**config.mk**
```make
export PLATFORM = sky130hd
export DESIGN_NAME = dc_offset_remover
export DESIGN_NICKNAME = d
export VERILOG_FILES = /design/src/rtl/dcr_pkg.sv /design/src/rtl/dcr_shift_sel.sv /design/src/rtl/dcr_estimator.sv /design/src/rtl/dcr_apply.sv /design/src/rtl/dc_offset_remover.sv
export SDC_FILE = /design/constraint.sdc
export NUM_CORES = 1
export LEC_CHECK = 0
export ABC_AREA = 0
export BUFFER_PORTS_ARGS = -buffer_cell sky130_fd_sc_hd__buf_2
export CORE_MARGIN = 2
export CORE_UTILIZATION = 45
export CTS_BUF_LIST = sky130_fd_sc_hd__clkbuf_8
export CTS_CLUSTER_DIAMETER = 40
export DETAILED_ROUTE_END_ITERATION = 7
export GPL_ROUTABILITY_DRIVEN = 0
export SLEW_MARGIN = 20
export SYNTH_ARGS = -nofsm -noshare
export SYNTH_HDL_FRONTEND = slang
export SYNTH_SLANG_ARGS = --single-unit
```
**constraint.sdc**
```tcl
create_clock -name clk_i -period 9.35 [get_ports clk_i]
set_input_delay 0 -clock clk_i [delete_from_list [all_inputs] [get_ports clk_i]]
set_output_delay 0 -clock clk_i [all_outputs]
set_load 0.02 [all_outputs]
```
**src/rtl/dcr_pkg.sv**
```systemverilog
package dcr_pkg;
  localparam int NUM_PATHS = 2;
  typedef enum int {
    PATH_OUT = 0,
    PATH_MON = 1
  } path_e;
endpackage

```
**src/rtl/dcr_shift_sel.sv**
```systemverilog
// Maps the bandwidth code to a left shift applied to the error term.
module dcr_shift_sel #(
  parameter int CODE_W   = 4,
  parameter int CODE_MAX = 13,
  parameter int SH_W     = $clog2(CODE_MAX + 1)
) (
  input  logic [CODE_W-1:0] code_i,
  output logic [SH_W-1:0]   shamt_o
);
  always_comb begin
    if (code_i >= CODE_W'(CODE_MAX)) shamt_o = '0;
    else                             shamt_o = SH_W'(CODE_MAX) - SH_W'(code_i);
  end

  always_comb begin
    a_r3_code_clamp: assert (code_i < CODE_W'(CODE_MAX) || shamt_o == '0);
  end
endmodule

```
**src/rtl/dcr_estimator.sv**
```systemverilog
// Leaky accumulator; integer part is the offset estimate.
module dcr_estimator #(
  parameter int DATA_W = 10,
  parameter int FRAC_W = 27,
  parameter int SH_W   = 4
) (
  input  logic              clk_i,
  input  logic              rst_ni,
  input  logic [DATA_W-1:0] sample_i,
  input  logic [SH_W-1:0]   shamt_i,
  input  logic              hold_i,
  output logic [DATA_W-1:0] est_o
);
  localparam int ACC_W = DATA_W + FRAC_W;
  localparam int ERR_W = DATA_W + 1;

  logic signed [ACC_W-1:0] acc_q;
  logic signed [ACC_W-1:0] delta;
  logic signed [ERR_W-1:0] err;

  assign est_o = acc_q[ACC_W-1 -: DATA_W];
  assign err   = $signed({sample_i[DATA_W-1], sample_i}) - $signed({est_o[DATA_W-1], est_o});
  // err scaled into the fraction grid: 2^-(k+base) == 2^(CODE_MAX-k) / 2^FRAC_W
  assign delta = ACC_W'(err) <<< shamt_i;

  always_ff @(posedge clk_i or negedge rst_ni) begin
    if (!rst_ni)      acc_q <= '0;
    else if (!hold_i) acc_q <= acc_q + delta;
  end

  a_r4_hold_stable: assert property (@(posedge clk_i) disable iff (!rst_ni)
    hold_i |=> $stable(est_o));

  a_r2_track_up: assert property (@(posedge clk_i) disable iff (!rst_ni)
    (!hold_i && $signed(sample_i) > $signed(est_o)) |=>
      ($signed(est_o) >= $signed($past(est_o)) && $signed(est_o) <= $signed($past(sample_i))));

  a_r2_track_down: assert property (@(posedge clk_i) disable iff (!rst_ni)
    (!hold_i && $signed(sample_i) < $signed(est_o)) |=>
      ($signed(est_o) <= $signed($past(est_o)) && $signed(est_o) >= $signed($past(sample_i))));
endmodule

```
**src/rtl/dcr_apply.sv**
```systemverilog
// Subtract estimate with saturation, or pass through; registered.
module dcr_apply #(
  parameter int DATA_W = 10
) (
  input  logic              clk_i,
  input  logic              rst_ni,
  input  logic [DATA_W-1:0] sample_i,
  input  logic [DATA_W-1:0] est_i,
  input  logic              en_i,
  output logic [DATA_W-1:0] data_o
);
  localparam int ERR_W = DATA_W + 1;
  localparam logic signed [ERR_W-1:0] HI = ERR_W'((2 ** (DATA_W - 1)) - 1);
  localparam logic signed [ERR_W-1:0] LO = ~HI;

  logic signed [ERR_W-1:0] diff;
  logic [DATA_W-1:0]       sat;
  logic [DATA_W-1:0]       data_q;

  assign diff = $signed({sample_i[DATA_W-1], sample_i}) - $signed({est_i[DATA_W-1], est_i});

  always_comb begin
    if (diff > HI)      sat = HI[DATA_W-1:0];
    else if (diff < LO) sat = LO[DATA_W-1:0];
    else                sat = diff[DATA_W-1:0];
  end

  always_ff @(posedge clk_i or negedge rst_ni) begin
    if (!rst_ni) data_q <= '0;
    else         data_q <= en_i ? sat : sample_i;
  end

  assign data_o = data_q;

  // disabled path is transparent
  a_r6_bypass: assert property (@(posedge clk_i) disable iff (!rst_ni)
    !en_i |=> data_o == $past(sample_i));

  a_r8_no_wrap_pos: assert property (@(posedge clk_i) disable iff (!rst_ni)
    (en_i && !sample_i[DATA_W-1] && (est_i[DATA_W-1] || est_i == '0)) |=> !data_o[DATA_W-1]);

  a_r8_no_wrap_neg: assert property (@(posedge clk_i) disable iff (!rst_ni)
    (en_i && sample_i[DATA_W-1] && !est_i[DATA_W-1] && est_i != '0) |=> data_o[DATA_W-1]);
endmodule

```
**src/rtl/dc_offset_remover.sv**
```systemverilog
module dc_offset_remover
  import dcr_pkg::*;
#(
  parameter int DATA_W     = 10,
  parameter int CODE_W     = 4,
  parameter int CODE_MAX   = 13,
  parameter int BASE_SHIFT = 14
) (
  input  logic              clk_i,
  input  logic              rst_ni,
  input  logic [DATA_W-1:0] sample_i,
  input  logic [CODE_W-1:0] code_i,
  input  logic              hold_i,
  input  logic              out_corr_en_i,
  input  logic              mon_corr_en_i,
  output logic [DATA_W-1:0] data_o,
  output logic [DATA_W-1:0] mon_o,
  output logic [DATA_W-1:0] est_o
);
  localparam int FRAC_W = BASE_SHIFT + CODE_MAX;
  localparam int SH_W   = $clog2(CODE_MAX + 1);

  logic [SH_W-1:0]    shamt;
  logic [DATA_W-1:0]  est;
  logic [NUM_PATHS-1:0] path_en;
  logic [DATA_W-1:0]  path_q [NUM_PATHS];

  initial begin
    a_param_code: assert (CODE_MAX < 2 ** CODE_W && BASE_SHIFT >= 1);
  end

  dcr_shift_sel #(
    .CODE_W  (CODE_W),
    .CODE_MAX(CODE_MAX),
    .SH_W    (SH_W)
  ) u_shift_sel (
    .code_i (code_i),
    .shamt_o(shamt)
  );

  dcr_estimator #(
    .DATA_W(DATA_W),
    .FRAC_W(FRAC_W),
    .SH_W  (SH_W)
  ) u_estimator (
    .clk_i   (clk_i),
    .rst_ni  (rst_ni),
    .sample_i(sample_i),
    .shamt_i (shamt),
    .hold_i  (hold_i),
    .est_o   (est)
  );

  assign path_en[PATH_OUT] = out_corr_en_i;
  assign path_en[PATH_MON] = mon_corr_en_i;

  for (genvar p = 0; p < NUM_PATHS; p++) begin : g_path
    dcr_apply #(
      .DATA_W(DATA_W)
    ) u_apply (
      .clk_i   (clk_i),
      .rst_ni  (rst_ni),
      .sample_i(sample_i),
      .est_i   (est),
      .en_i    (path_en[p]),
      .data_o  (path_q[p])
    );
  end

  assign data_o = path_q[PATH_OUT];
  assign mon_o  = path_q[PATH_MON];
  assign est_o  = est;

  a_r1_reset_quiet: assert property (@(posedge clk_i)
    !rst_ni |-> (est_o == '0 && data_o == '0 && mon_o == '0));
endmodule

```
# Word-level counts from Yosys, hierarchy flattened
# Index checks and enable logic that the tools add are counted.
# Widths: inputs -> output; s select.
[classes]
addsub = 3
order_cmp = 3
shift = 1
muxes = 5
[ops]
columns = ["op", "n"]
rows = [
  ["$mux 10", 4],
  ["$add 37x37->37", 1],
  ["$sshl 11x4->37", 1],
  ["$gt 11x10->1 const B", 1],
  ["$lt 11x10->1 const B", 1],
  ["$sub 10x10->11", 1],
  ["$ge 4x4->1 const B", 1],
  ["$mux 4", 1],
  ["$sub 4x4->4 const A", 1],
]
[totals]
register_bits = 57
input_bits = 19
out_inout_bits = 30
word_cells = 15

# Depth between registers and ports, before layout
[depth]
ltp_word = 5
mapped_depth = 27
depth_no_buf = 26

# Modules after synthesis
# Synthesis repeated with hierarchy kept, for this count alone.
[unflattened]
hier_cells = 819
area_unflattened_um2 = 6516.2
[modules_own_cells]
columns = ["mod", "n_inst", "cells_per_inst", "area_per_inst_um2", "seq_area_each_um2"]
rows = [
  ["dcr_estimator", 1, 580, 4491.8, 925.9],
  ["dcr_apply (g_path[1].u_apply)", 1, 116, 993.5, 250.2],
  ["dcr_apply (g_path[0].u_apply)", 1, 112, 944.7, 250.2],
  ["dcr_shift_sel", 1, 11, 86.3, 0.0],
]

# Worst setup path after synthesis
# Ideal clock, no wire load.
[synth_timing]
path_kind = "register to register"
startpoint = "register u_estimator.acc_q[27]"
endpoint = "register u_estimator.acc_q[33]"
setup_ps = 139
arrival_time_ps = 4679
required_ps = 9211
slack_ps = 4533
stages_incl_launch_ff = 26
n_path_buf = 2
period_less_slack_ps = 4817
path_cell_list = "dfrtp_1 > ha_1 > inv_1 > fa_1 > a21o_1 > a21oi_2 > o21ai_1 > a31o_1 > a211o_1 > o21a_1 > buf_6 > inv_6 > buf_12 > mux2i_1 > a222oi_1 > ha_1 > a21oi_1 > o21ai_0 > a31oi_1 > o21ai_0 > a21oi_1 > o21a_1 > o21ai_1 > o31ai_2 > mux2i_1 > o211ai_1"
[synth_via]
elab_chain_cells = 3
[synth_rtl]
columns = ["item", "line_no", "text"]
rows = [
  ["start: declaration", "dcr_estimator.sv:17", "logic signed [ACC_W-1:0] acc_q;"],
  ["start signal: assignment", "dcr_estimator.sv:28", "else if (!hold_i) acc_q <= acc_q + delta;"],
  ["$sub 10x10->11", "dcr_estimator.sv:22", "assign err = $signed({sample_i[DATA_W-1], sample_i}) - $signed({est_o[DATA_W-1], est_o});"],
  ["$sshl 11x4->37", "dcr_estimator.sv:24", "assign delta = ACC_W'(err) <<< shamt_i;"],
  ["$add 37x37->37 (*)", "dcr_estimator.sv:28", ""],
]
# Every way passes the cells marked *; elsewhere a longest branch is shown, timed or not.
# A chain may end at the register's enable or synchronous reset.

# Worst setup path in the final report
# Same ends and word-level chain as after synthesis.

==> out/results.ini <==
[run_status]
status = completed

[die]
ios = 49
die_w_um = 114
fp.dieArea_um2 = 13000
core_um2 = 11900
initial_core_util = 0.457
rows = 40
dieHeight_um = 114

[synthesis]
synthTopCellsByArea = dfrtp_1, ha_1, o21ai_0
synth_area_um2 = 5450
synth_seq_cells = 57
synth_top_area_share = 0.262
syn_inst = 669
ys_seq_area_frac = 0.262
synth.avg_cell_area_um2 = 8.14
synth_ff_type = dfrtp_1
synthArstFlopShare = 1.00
synth_top_area_cell = dfrtp_1
ys_types = 72
synth_fp_nets = 738
ys_warn_count = 0
synth_edf_count = 0

[worst_setup_path]
crit_chain = ha_1, inv_1, fa_1, a21o_1, a21oi_2, o21ai_1, a31o_1, a211o_1, o21a_1, inv_6, mux2i_1, a222oi_1, ha_1, a21oi_1, o21ai_0, a31oi_1, o21ai_0, a21oi_1, o21a_1, o21ai_1, o31ai_2, mux2i_1, o211ai_1
cp-start-kind = register
crit_path_max_fanout = 22
r2r_slack_ps = 3720
crit_arrival_ps = 5840
worst-endpoint-required_ps = 9560
cp-end-kind = register
cp_top_family = compound AO/OA/AOI/OAI gates
r2r-start = u_estimator.acc_q[27]
crit_buf_inv = 2
crit_path_start = u_estimator.acc_q[27]
slowest_delay_ps = 400
critPathSlowestCell = dfrtp_1
crit_type = register to register

[timing]
skew_ps = 10.6
final.setup.tns_ps = 0
setup-violations-final = 0
relSlewSlack = 0.481
rsz0062_at_grt = no
fin_crit_ps = 5630
slew_violations = 0
post-route-period-util = 0.602
max_freq_ghz = 0.178
tightest_slew_ps = 778
finalHoldViolCount = 0

[grt]
grt_pass1_vias = 4512
grt_max_degree = 75
grt_use_total = 0.209
antenna_found_initial = 0
grt_pass1_wl_um = 21900
grt-ovfl-total = 0

[finish]
fillCellCount = 1137
regArea_um2 = 1430
area_growth_pct = 10.2
drive_gt1_frac = 0.168
final_common_cell = nand2_1
diodes = 0
layout_common_cells = nand2_1, o21ai_0, a21oi_1
multi_input_area_um2 = 3690
layout.nets = 774

[detailed_routing]
via_per_inst = 5.73
dr.pass1.iters = 5
drtIter0Drc = 398
wl_per_cell_um = 15.5
routed_wl_um = 13300
ant_nets = 0
drcViolationCount = 0
vias = 4907

[clock_tree]
cts_hold_buffers = 11
numCtsBuffers = 9
clock_path_buffers = 2
clock_sinks = 57
clk_latency_ps = 350
clkTransAtPathRegs_ps = 80
postCtsSetupBuffers = 0
cts_tree = built
cts_resized = 0
ctsRootBufferMaster = clkbuf_8
h-tree-depth = 3

[hold_path]
hold_class = input port to register
hp-start = out_corr_en_i

[place]
dpl.hpwl_um = 9910
port-buffer-count = 48

[flow_run]
drv_cap = 0

final timing paths:
kind / end / cells after the start
max: u_estimator.acc_q[33] / 23
min: g_path[0].u_apply.data_o[0] / 3
max reg2reg: u_estimator.acc_q[33] / 23
min reg2reg: u_estimator.acc_q[17] / 2
max in group asynchronous: u_estimator.acc_q[35] / 3
min in group asynchronous: u_estimator.acc_q[2] / 3
cell families after synthesis:
family	share of synthesized area
AOI/OAI and AO/OA	0.267
and+or+nand+nor	0.174
DFF	0.262
xor gates and xnor gates	0.0595
muxes	0.0528
buffers and inverters	0.0609
adders and majority gates	0.124
layer usage:
metal,wire length (µm),share of wire,global-route usage,vias up
met5,0,0,0,-
met4,245,0.018,0.0618,0
met3,573,0.043,0.0367,21
met2,5850,0.44,0.323,121
met1,6660,0.50,0.299,2281
li1,-,-,-,2484
synth_stat cells, drive strengths merged (12+ instances only):
library cell,number
o21ai,83
nand2,76
a21oi,61
dfrtp,57
nor2,53
ha,48
inv,29
clkbuf,22
mux2,22
xnor2,19
a21o,18
xor2,18
buf,17
nor3,13
nand2b,12
nand3,12
flip-flops by register name, indices dropped and copies added (netlist names):
register               cells
g_path.u_apply.data_o     20
u_estimator.acc_q         37
final cells by class:
cell class	instances	share of cell area
clock buffers	9	0.0207
clock inverters	7	0.0119
inverters	29	0.0190
multi-input cells	544	0.615
flip-flops and latches	57	0.238
well taps	147	0.0307
repair buffers	64	0.0647
tightest hold or removal path, cell delays in order:
cell and delay, ps:
buf_2 180, nand2_1 80, o21ai_0 70
per-stage QoR:
step           worst slack, ps  utilization  area [µm²]  hold slack, ps  instances
3_3_place_gp              3910        0.478        5690             203        830
4_1_cts                   3670        0.503        5990            18.1        857
3_5_place_dp              3760        0.478        5690             211        830
6_report                  3720        0.504        6000            24.1        857
2_1_floorplan             4530            -        5450            -296        669
5_1_grt                   3160        0.504        6000            39.2        857
Power is not shown: default switching activity piles up to over one toggle a cycle in this logic, so the estimate is an artifact.
